[src/rtl/seqlock_pkg.sv]
package seqlock_pkg;
  typedef enum logic [1:0] {
    SQ_LOCKED  = 2'd0,
    SQ_KEYED   = 2'd1,
    SQ_VALUE   = 2'd2,
    SQ_INVERSE = 2'd3
  } sq_state_t;
endpackage

[src/rtl/seqlock_rst_sync.sv]
module seqlock_rst_sync #(
  parameter int STAGES = 2
) (
  input  logic clk,
  input  logic arst_n,
  output logic srst_n
);
  logic [STAGES-1:0] sh_q;

  always_ff @(posedge clk or negedge arst_n) begin
    if (!arst_n) sh_q <= '0;
    else         sh_q <= {sh_q[STAGES-2:0], 1'b1};
  end

  assign srst_n = sh_q[STAGES-1];
endmodule

[src/rtl/seqlock_fsm.sv]
module seqlock_fsm
  import seqlock_pkg::*;
#(
  parameter int              DATA_W = 8,
  parameter logic [DATA_W-1:0] KEY  = 8'hA5
) (
  input  logic              clk,
  input  logic              rst_n,
  input  logic              cmd_wr,    // write to command register
  input  logic              ctrl_wr,   // write to protected register
  input  logic              other_wr,  // any write not to protected register
  input  logic [DATA_W-1:0] wdata,
  output logic              commit,
  output logic [DATA_W-1:0] commit_val,
  output logic              viol,
  output sq_state_t         state
);
  sq_state_t         st_q, st_d;
  logic [DATA_W-1:0] first_q;
  logic              cap_en;

  // next-state process
  always_comb begin
    st_d   = st_q;
    cap_en = 1'b0;
    commit = 1'b0;
    viol   = 1'b0;
    unique case (st_q)
      SQ_LOCKED: begin
        if (cmd_wr && (wdata == KEY)) st_d = SQ_KEYED;
        else if (ctrl_wr)             viol = 1'b1;
      end
      SQ_KEYED: begin
        if (ctrl_wr) begin
          cap_en = 1'b1;
          st_d   = SQ_VALUE;
        end else if (other_wr) begin
          viol = 1'b1;
          st_d = SQ_LOCKED;
        end
      end
      SQ_VALUE: begin
        if (ctrl_wr) begin
          if (wdata == ~first_q) st_d = SQ_INVERSE;
          else begin
            viol = 1'b1;
            st_d = SQ_LOCKED;
          end
        end else if (other_wr) begin
          viol = 1'b1;
          st_d = SQ_LOCKED;
        end
      end
      SQ_INVERSE: begin
        if (ctrl_wr) begin
          st_d = SQ_LOCKED;
          if (wdata == first_q) commit = 1'b1;
          else                  viol   = 1'b1;
        end else if (other_wr) begin
          viol = 1'b1;
          st_d = SQ_LOCKED;
        end
      end
    endcase
  end

  // register process
  always_ff @(posedge clk or negedge rst_n) begin
    if (!rst_n) begin
      st_q    <= SQ_LOCKED;
      first_q <= '0;
    end else begin
      st_q <= st_d;
      if (cap_en) first_q <= wdata;
    end
  end

  assign commit_val = first_q;
  assign state      = st_q;
endmodule

[src/rtl/seqlock_flags.sv]
module seqlock_flags #(
  parameter int NFLAG = 3
) (
  input  logic             clk,
  input  logic             rst_n,
  input  logic [NFLAG-1:0] set,
  input  logic             clr_wr,
  input  logic [NFLAG-1:0] wmask,
  output logic [NFLAG-1:0] flags
);
  for (genvar b = 0; b < NFLAG; b++) begin : g_flag
    logic en, q;
    // a set pulse wins over a clear in the same cycle
    assign en = set[b] | (clr_wr & ~wmask[b]);
    always_ff @(posedge clk or negedge rst_n) begin
      if (!rst_n)  q <= 1'b0;
      else if (en) q <= set[b];
    end
    assign flags[b] = q;
  end
endmodule

[src/rtl/seq_lock_ctrl.sv]
module seq_lock_ctrl
  import seqlock_pkg::*;
#(
  parameter int                ADDR_W      = 16,
  parameter int                DATA_W      = 8,
  parameter int                NENG        = 2,
  parameter int                SYNC_STAGES = 2,
  parameter logic [DATA_W-1:0] KEY         = 8'hA5,
  parameter logic [ADDR_W-1:0] CMD_ADDR    = 16'hFFA0,
  parameter logic [ADDR_W-1:0] CTRL_ADDR   = 16'hFFA1,
  parameter logic [ADDR_W-1:0] STAT_ADDR   = 16'hFFA2
) (
  input  logic              clk,
  input  logic              rst_n,
  input  logic              bus_wr,
  input  logic [ADDR_W-1:0] bus_addr,
  input  logic [DATA_W-1:0] bus_wdata,
  input  logic [ADDR_W-1:0] rd_addr,
  output logic [DATA_W-1:0] rd_data,
  input  logic [NENG-1:0]   eng_err_i,
  output logic              mode_o
);
  localparam int NFLAG = NENG + 1;

  logic              srst_n;
  logic              cmd_wr, ctrl_wr, stat_wr, other_wr;
  logic              commit, viol;
  logic [DATA_W-1:0] commit_val;
  sq_state_t         sq_state;
  logic [NFLAG-1:0]  flags;
  logic              mode_q;

  seqlock_rst_sync #(.STAGES(SYNC_STAGES)) u_rst (
    .clk(clk), .arst_n(rst_n), .srst_n(srst_n)
  );

  // write decode
  assign cmd_wr   = bus_wr && (bus_addr == CMD_ADDR);
  assign ctrl_wr  = bus_wr && (bus_addr == CTRL_ADDR);
  assign stat_wr  = bus_wr && (bus_addr == STAT_ADDR);
  assign other_wr = bus_wr && (bus_addr != CTRL_ADDR);

  seqlock_fsm #(.DATA_W(DATA_W), .KEY(KEY)) u_fsm (
    .clk(clk), .rst_n(srst_n),
    .cmd_wr(cmd_wr), .ctrl_wr(ctrl_wr), .other_wr(other_wr),
    .wdata(bus_wdata),
    .commit(commit), .commit_val(commit_val), .viol(viol),
    .state(sq_state)
  );

  seqlock_flags #(.NFLAG(NFLAG)) u_flags (
    .clk(clk), .rst_n(srst_n),
    .set({eng_err_i, viol}),
    .clr_wr(stat_wr),
    .wmask(bus_wdata[NFLAG-1:0]),
    .flags(flags)
  );

  // protected bit, enabled only by a completed sequence
  always_ff @(posedge clk or negedge srst_n) begin
    if (!srst_n)     mode_q <= 1'b0;
    else if (commit) mode_q <= commit_val[0];
  end

  assign mode_o = mode_q;

  // read port
  always_comb begin
    if (rd_addr == CTRL_ADDR)      rd_data = {{(DATA_W-1){1'b0}}, mode_q};
    else if (rd_addr == STAT_ADDR) rd_data = {{(DATA_W-NFLAG){1'b0}}, flags};
    else                           rd_data = '0;
  end
endmodule

[config.mk]
export PLATFORM = sky130hd
export DESIGN_NAME = seq_lock_ctrl
export DESIGN_NICKNAME = d
export VERILOG_FILES = /design/src/rtl/seqlock_pkg.sv /design/src/rtl/seqlock_rst_sync.sv /design/src/rtl/seqlock_fsm.sv /design/src/rtl/seqlock_flags.sv /design/src/rtl/seq_lock_ctrl.sv
export SDC_FILE = /design/constraint.sdc
export NUM_CORES = 1
export LEC_CHECK = 0
export ABC_AREA = 1
export BUFFER_PORTS_ARGS = -buffer_cell sky130_fd_sc_hd__buf_2
export CAP_MARGIN = 30
export CORE_MARGIN = 3
export CORE_UTILIZATION = 47
export DETAILED_ROUTE_END_ITERATION = 6
export PLACE_DENSITY_LB_ADDON = 0.12
export SYNTH_ARGS = -nofsm -noshare
export SYNTH_HDL_FRONTEND = slang
export SYNTH_SLANG_ARGS = --single-unit
[constraint.sdc]
create_clock -name clk -period 1.2 [get_ports clk]
set_clock_uncertainty 0.05 [all_clocks]
set_input_delay 0.24 -clock clk [delete_from_list [all_inputs] [get_ports clk]]
set_output_delay 0.24 -clock clk [all_outputs]
set_load 0.02 [all_outputs]
==> results.cfg, run 1 <==
[die]
die_w_um = 57.4
rows = 17
io_pins = 54
die_h_um = 57.4
coreArea_mm2 = 0.00236
dieArea_mm2 = 0.00329
start_util = 0.525

[power_and_ir_drop]
netSwitchingFraction = 0.267
pwr-share-comb = 0.232
p_per_area_mw_per_mm2 = 599
vdd_ir_drop_max_mv = 0.670
leakage_uw = 0.00111
power.switching_uw = 310
report.power.total_uw = 1160
intPower_uw = 852
clkPwrFrac = 0.301
p_seq_frac = 0.467

[route]
drt_iter0_drc = 59
num_vias = 1511
wl_per_cell_um = 11.8
dr.pass1.iters = 5
antenna_left = 0
via_per_inst = 5.04
totalWireLength_um = 3530
drc = 0

[synthesis]
yosysSeqAreaShare = 0.323
ys_top_cells_by_area = dfrtp_1, nand2_1, inv_1, nor2_1, o21ai_2
synth_cell_types = 22
syn_inst = 186
post_synth.cell_area_avg_um2 = 6.67
ys_warn_count = 0
netlist_area_mm2 = 0.00124
muxShareOfSynthArea = 0
synth_compound_area_frac = 0.0848
synthXorXnorAreaFrac = 0
synth_top_area_frac = 0.323
synth_top_family_by_area = simple AND/OR/NAND/NOR gates
synthAdderAreaFrac = 0
ys_ff_latch = 16
yosys.area.top_type = dfrtp_1
yosys.area_share.simple = 0.444

[timing]
clock.fmax_mhz = 728
timing.final.crit_share = 1.15
setup_slack_ns = -0.174
hold_viol_final = 0
period_needed_ns = 1.37
slew_violations = 0
fin_tns_setup_ns = -0.863
rsz0062_at_grt = yes
setup_viol = 7

[global_route]
grt_pass1_vias = 1450
grt_usage = 0.217
overflow = 0
grt_pass1_wl_um = 5780
grt_antenna_before_repair = 0
grt_max_degree = 15

[final_layout]
area_growth_syn_to_layout_pct = 56.5
fin_nets = 318
fin_area_mm2 = 0.00194
drive_gt1_frac = 0.526
final_common_cell = nand2_1
final_cell_mix = nand2_1, buf_2, buf_4
utilization = 0.822
fill_cells = 162
antennaDiodeCount = 0

[setup_path]
critPathBufInv = 2
critPathMaxFanout = 2
worst_path_max_delay_cell = nor4_4
worst_ep_required_time_ns = 0.91
worstSetupEndpointType = output port
startpoint_type = primary input
path_class = in -> out
cpPeakStageDelay_ns = 0.19
cp.arrival_ns = 1.08
cpLargestDelayFamily = simple AND/OR/NAND/NOR gates
path_cells = buf_6, nor2_4, nand3_2, nor4_4, nand2_2, nor2_4, buf_6

[cts]
cts.sinks = 16
clock_latency_ns = 0.28
clkSlewWorstSetupHoldPaths_ns = 0.09
numCtsBuffers = 3
clock_path_buffers = 2
root_buffer = clkbuf_4
cts_htree_levels = 1
cts_tree = done

[place]
dp_slack_ns = -0.297
dpl-instance-area_mm2 = 0.00171
portBuffers = 48
routabilityCongestion = 0.761
hpwl_um = 2610

[worst_hold_path]
worstHoldPathType = in -> reg

[run_status]
run_status = finished, violations left
violations = negative setup slack

[flow_run]
drv_cap = 0
-- what timing repair did --
item | CTS | global route
endpoints found under the setup margin | 7 | 15
pin swaps | 9 | 11
endpoints found under the hold margin | 2 | 0
cloned | 0 | 0
gates resized for setup | 20 | 15
setup buffers | 8 | 2
hold buffers | 1 | 0
-- cells in the mapped netlist --
library cell,instances
nand2_1,58
inv_1,27
nor2_1,20
dfrtp_1,16
nand3_1,11
nand4_1,9
o21ai_2,8
inv_2,7
buf_4,5
nand2_2,4
nand2_4,3
nor4_1,3
a21oi_1,2
conb_1,2
nor2_8,2
o21ai_1,2
o21bai_1,2
and2_1,1
buf_6,1
nor2_2,1
nor2_4,1
nor3_1,1
-- cell families after synthesis --
family,count (synthesis)
flip-flops,16
AND/OR/NAND/NOR,114
buffers and inverters,40
other,2
AO/OA/AOI/OAI,14
-- metrics by stage --
step	instances	hold slack (ns)
2_1_floorplan	190	-0.106
3_3_place_gp	285	-0.0257
3_5_place_dp	285	-0.0246
4_1_cts	298	0.0983
5_1_grt	300	0.0877
6_report	300	0.102
-- power groups by stage --
stage / logic [uW] / registers (uW) / clock network [uW]
floorplan: 104 / 560 / 0
global placement: 231 / 554 / 0
detailed placement: 239 / 554 / 0
CTS: 259 / 543 / 363
global route: 298 / 544 / 387
finish: 269 / 543 / 350
-- worst reg2reg max path, delay by kind of cell (launching register included) --
family,cells,cell delay [ns]
buf+inv,1,0.06
simple gates,8,0.66
flops,1,0.42
-- flip-flops by register name, indices dropped and copies added (netlist names) --
name	cells
mode_o	1
u_flags.g_flag.q	3
u_fsm.commit_val	8
u_fsm.state	2
u_rst.sh_q	2
-- metal layers --
metal | global-route usage | vias up | routed length (um) | share of wire
met5 | 0 | - | 0 | 0
met4 | 0.0430 | 0 | 37 | 0.010
met3 | 0.0566 | 6 | 279 | 0.079
met1 | 0.222 | 700 | 1260 | 0.36
li1 | - | 741 | - | -
met2 | 0.434 | 64 | 1950 | 0.55
-- path summary, 6_finish.rpt --
| kind | start | end | slack, ns | depth (start not counted) |
|---|---|---|---|---|
| worst max-delay path | rd_addr[6] | rd_data[1] | -0.17 | 7 |
| worst min-delay path | eng_err_i[0] | u_flags.g_flag[1].q$_DFFE_PN0P_ | 0.10 | 2 |
| worst max register to register | u_fsm.commit_val[3]$_DFFE_PN0P_ | u_flags.g_flag[0].q$_DFFE_PN0P_ | -0.11 | 9 |
| worst min register to register | u_rst.sh_q[1]$_DFF_PN0_ | u_fsm.commit_val[6]$_DFFE_PN0P_ | 0.13 | 1 |
| max in group asynchronous | u_rst.sh_q[1]$_DFF_PN0_ | u_flags.g_flag[2].q$_DFFE_PN0P_ | 0.80 | 1 |
| min in group asynchronous | u_rst.sh_q[1]$_DFF_PN0_ | u_fsm.commit_val[6]$_DFFE_PN0P_ | 0.13 | 1 |
-- final cells by class --
| cell class | count | area [um2] | share of cell area |
|---|---|---|---|
| repair buffers | 84 | 544 | 0.280 |
| multi-input cells | 134 | 797 | 0.411 |
| flip-flops and latches | 16 | 400 | 0.206 |
| well taps | 28 | 35.0 | 0.0181 |
| inverters | 34 | 128 | 0.0658 |
| clock buffers | 4 | 36.3 | 0.0187 |
Note: power is estimated with default switching activity, not from simulation.
==> run 2: changes to the inputs <==
CORE_UTILIZATION = 45   (was 47)
RECOVER_POWER = 100   (was unset)
==> run 2 against run 1 <==
  * The flow still finishes with violations (negative setup slack)
  * Die area up 4.0%
  * Sequential power about the same
  * Design area up 2.0%
  * First-iteration DRC count up 27%
  * Register-to-register slack about the same
  * Sequential share of layout area down 0.40 points
  * Via count down 1.2%
  * Global-route usage up 0.18 points
  * Critical endpoint is now rd_data[0]
==> results.cfg, run 2 (synthesis gave the netlist of run 1 again) <==
[run_status]
violations = negative setup slack
run_status = finished, violations left

[die]
dieArea_mm2 = 0.00342
die_h_um = 58.5
io_pins = 54
die_w_um = 58.5
start_util = 0.487
rows = 18
coreArea_mm2 = 0.00254

[final_layout]
final_cell_mix = nand2_1, buf_2, buf_4
drive_gt1_frac = 0.553
largest_reg_flops = 8
antennaDiodeCount = 0
area_growth_syn_to_layout_pct = 59.6
fin_area_mm2 = 0.00198
fin_nets = 321

[worst_hold_path]
min_from = eng_err_i[1]
worstHoldPathType = in -> reg

[setup_path]
critPathMostFrequentCell = buf_6
reg2reg_from = u_fsm.commit_val[6]$_DFFE_PN0P_
critPathMaxFanout = 2
crit_start = rd_addr[6]
cpLargestDelayFamily = simple AND/OR/NAND/NOR gates
path_class = in -> out
cpPeakStageDelay_ns = 0.17
worstSetupEndpointType = output port
cp.arrival_ns = 1.12
startpoint_type = primary input
worst_ep_required_time_ns = 0.91
path_cells = buf_6, nor2_4, nand3_4, nor4_4, buf_4, nand3_2, nand2_2, buf_6
critPathBufInv = 3
worst_path_max_delay_cell = nor4_4

[power_and_ir_drop]
vdd_ir_drop_max_mv = 0.636
p_per_area_mw_per_mm2 = 604
report.power.total_uw = 1190
leakage_uw = 0.00109

[global_route]
grt_usage = 0.219
overflow = 0
grt_pass1_vias = 1410
grt_antenna_before_repair = 0
grt_pass1_wl_um = 5780
grt_max_degree = 15

[route]
antenna_left = 0
via_per_inst = 4.90
dr.pass1.iters = 4
totalWireLength_um = 3480
drt_iter0_drc = 75
num_vias = 1493
drc = 0
wl_per_cell_um = 11.4

[cts]
root_buffer = clkbuf_4
numCtsBuffers = 3
cts_htree_levels = 1
clkSlewWorstSetupHoldPaths_ns = 0.10
clock_latency_ns = 0.30
cts.sinks = 16
clock_path_buffers = 2
cts_tree = done

[timing]
setup_viol = 6
timing.final.crit_share = 1.18
worstMarginPinSlew_ns = 0.805
clock.fmax_mhz = 708
setup_slack_ns = -0.212
slew_violations = 0
slew_headroom = 0.463
period_needed_ns = 1.41
fin_hold_ws_ns = 0.0832
fin_tns_setup_ns = -0.810
hold_viol_final = 0
rsz0062_at_grt = yes

[place]
portBuffers = 48
dp_slack_ns = -0.300
routabilityCongestion = 0.849
hpwl_um = 2570
dpl-instance-area_mm2 = 0.00175

[flow_run]
drv_cap = 0
## run 2: metrics by stage
stage | utilization | cells
finish | 0.778 | 305
floorplan | - | 190
global placement | 0.689 | 293
detailed placement | 0.689 | 293
global route | 0.778 | 305
CTS | 0.765 | 304
## run 2: cell type report
class                           instances  area (um2)
Multi-Input combinational cell        134         800
Timing Repair Buffer                   87         578
Fill cell                             206         566
Sequential cell                        16         400
Inverter                               34         128
Tap cell                               30        37.5
Clock buffer                            4        36.3
## run 2: final timing paths
path | slack [ns] | end | depth (start not counted)
max reg2reg | -0.12 | u_flags.g_flag[0].q$_DFFE_PN0P_ | 8
max in group asynchronous | 0.25 | u_flags.g_flag[2].q$_DFFE_PN0P_ | 1
min | 0.08 | u_flags.g_flag[2].q$_DFFE_PN0P_ | 2
min in group asynchronous | 0.18 | u_rst.sh_q[1]$_DFF_PN0_ | 2
max | -0.21 | rd_data[0] | 8
min reg2reg | 0.32 | u_rst.sh_q[1]$_DFF_PN0_ | 0
## run 2: where the power goes
part	leakage, uW	internal [uW]	switching, uW
logic	0.000864	131	145
registers	0.000209	542	0.856
clock network	0.0000210	185	191
## run 2: what timing repair did
action / 4_1_cts / 5_1_grt
buffers inserted: 7 / 1
hold buffers: 1 / 0
hold endpoints to repair: 2 / 0
pin swaps: 13 / 8
resized for setup: 24 / 21
endpoints found under the setup margin: 7 / 15
## run 2: routing by layer
metal,GRT usage,vias up,wire [um]
met2,0.411,66,1860
met4,0.0728,0,69
met5,0,-,0
met3,0.0417,15,274
li1,-,740,-
met1,0.245,672,1270
==> run 3: changes to the inputs <==
clock period = 1.8 ns   (was 1.2 ns; I/O delays follow)
==> run 3 against run 2 <==
  * The run now ends clean
  * Routed wire length down 28%
  * Core utilization fell by 19 points
  * Flip-flop and latch count stayed put
  * Critical path type unchanged
  * Largest cell class unchanged
==> results.cfg, run 3 (synthesis gave the netlist of run 1 again) <==
[run_status]
run_status = complete, no violations

[cts]
clock_latency_ns = 0.28
numCtsBuffers = 3
cts_htree_levels = 1
cts_tree = done
clock_path_buffers = 2
post-cts-setup-buffers = 0
cts.sinks = 16
root_buffer = clkbuf_4
clkSlewWorstSetupHoldPaths_ns = 0.09

[route]
drc = 0
totalWireLength_um = 2510
via_per_inst = 4.67
dr.pass1.iters = 4
drt_iter0_drc = 17
num_vias = 1248
wl_per_cell_um = 9.40
antenna_left = 0

[setup_path]
path_class = in -> out
rr_endpoint = u_fsm.state[1]$_DFFE_PN0P_
reg2reg_from = u_fsm.state[1]$_DFFE_PN0P_
crit_start = rd_addr[6]
reg2regPathDepth = 5
critPathMaxFanout = 2
worst_path_max_delay_cell = nor4_2
cpPeakStageDelay_ns = 0.21
r2r_slack_ns = 0.47
worst_ep_required_time_ns = 1.39
path_cells = buf_2, nor2_1, nand3_1, nor4_2, nand2_1, nor2_1, buf_2
cp.arrival_ns = 1.25
startpoint_type = primary input
worstSetupEndpointType = output port

[final_layout]
utilization = 0.592
antennaDiodeCount = 0
fill_cells = 284
drive_gt1_frac = 0.300
area_growth_syn_to_layout_pct = 21.6
fin_nets = 283
final_cell_mix = nand2_1, buf_2, inv_1
final_common_cell = nand2_1
largest_reg_flops = 8

[timing]
timing.final.crit_share = 0.923
hold_viol_final = 0
slew_violations = 0
fin_tns_setup_ns = 0
clock.fmax_mhz = 602
worstMarginPinSlew_ns = 0.580
period_needed_ns = 1.66
slew_headroom = 0.613
setup_viol = 0
rsz0062_at_grt = no

[global_route]
grt_antenna_before_repair = 0
overflow = 0
grt_max_degree = 18
grt_usage = 0.154
grt_pass1_wl_um = 4140
grt_pass1_vias = 1048

[die]
io_pins = 54
start_util = 0.487
die_w_um = 58.5
coreArea_mm2 = 0.00254
die_h_um = 58.5
rows = 18
dieArea_mm2 = 0.00342

[flow_run]
drv_cap = 0

[place]
portBuffers = 48
routabilityCongestion = 0.776
hpwl_um = 2060

[power_and_ir_drop]
p_per_area_mw_per_mm2 = 482
vdd_ir_drop_max_mv = 0.414
leakage_uw = 0.000901

[worst_hold_path]
worstHoldPathType = reg -> async
[run 3: how the worst max path moves through the flow]
stage | endpoint | slack, ns | cells after the start
4_1_cts | rd_data[1] | 0.06 | 7
5_1_grt | rd_data[1] | 0.02 | 7
3_5_place_dp | rd_data[1] | 0.06 | 7
6_report | rd_data[1] | 0.14 | 7
3_3_place_gp | rd_data[2] | 0.11 | 7
2_1_floorplan | rd_data[1] | 0.25 | 5
[run 3: per-layer routing]
layer,vias to the layer above,track usage,wire [um]
li1,669,-,-
met1,539,0.188,1100
met2,38,0.260,1160
met3,2,0.0395,223
met4,0,0.0596,18
met5,-,0,0
[run 3: worst max-delay path: cells and delay by family]
family                 cells  cell delay, ns
buffers and inverters      2            0.25
AND/OR/NAND/NOR            5            0.63
[run 3: where the power goes]
group          total, uW  internal, uW  switching (uW)
clock                239           123             116
sequential           368           361            6.27
combinational        119          51.8            67.4
[run 3: repair_timing]
item	CTS	global route
setup endpoints to repair	0	3
hold endpoints to repair	2	0
hold buffers	1	0
resized for setup	0	1
[run 3: layout make-up]
type	count	area [um2]	share of cell area
Tap cell	30	37.5	0.0249
Inverter	34	128	0.0846
Sequential cell	16	400	0.266
Clock buffer	4	36.3	0.0241
Timing Repair Buffer	49	246	0.163
Multi-Input combinational cell	134	659	0.437
[run 3: stage by stage]
stage | power (uW) | hold slack [ns] | setup slack [ns] | std cells | instance area (um2)
6_report | 726 | 0.192 | 0.138 | 267 | 1510
5_1_grt | 768 | 0.208 | 0.0203 | 267 | 1510
4_1_cts | 739 | 0.203 | 0.0588 | 267 | 1530
3_5_place_dp | 495 | 0.0992 | 0.0589 | 262 | 1480
3_3_place_gp | 494 | 0.0965 | 0.105 | 262 | 1480
2_1_floorplan | 440 | 0.0144 | 0.246 | 190 | 1250
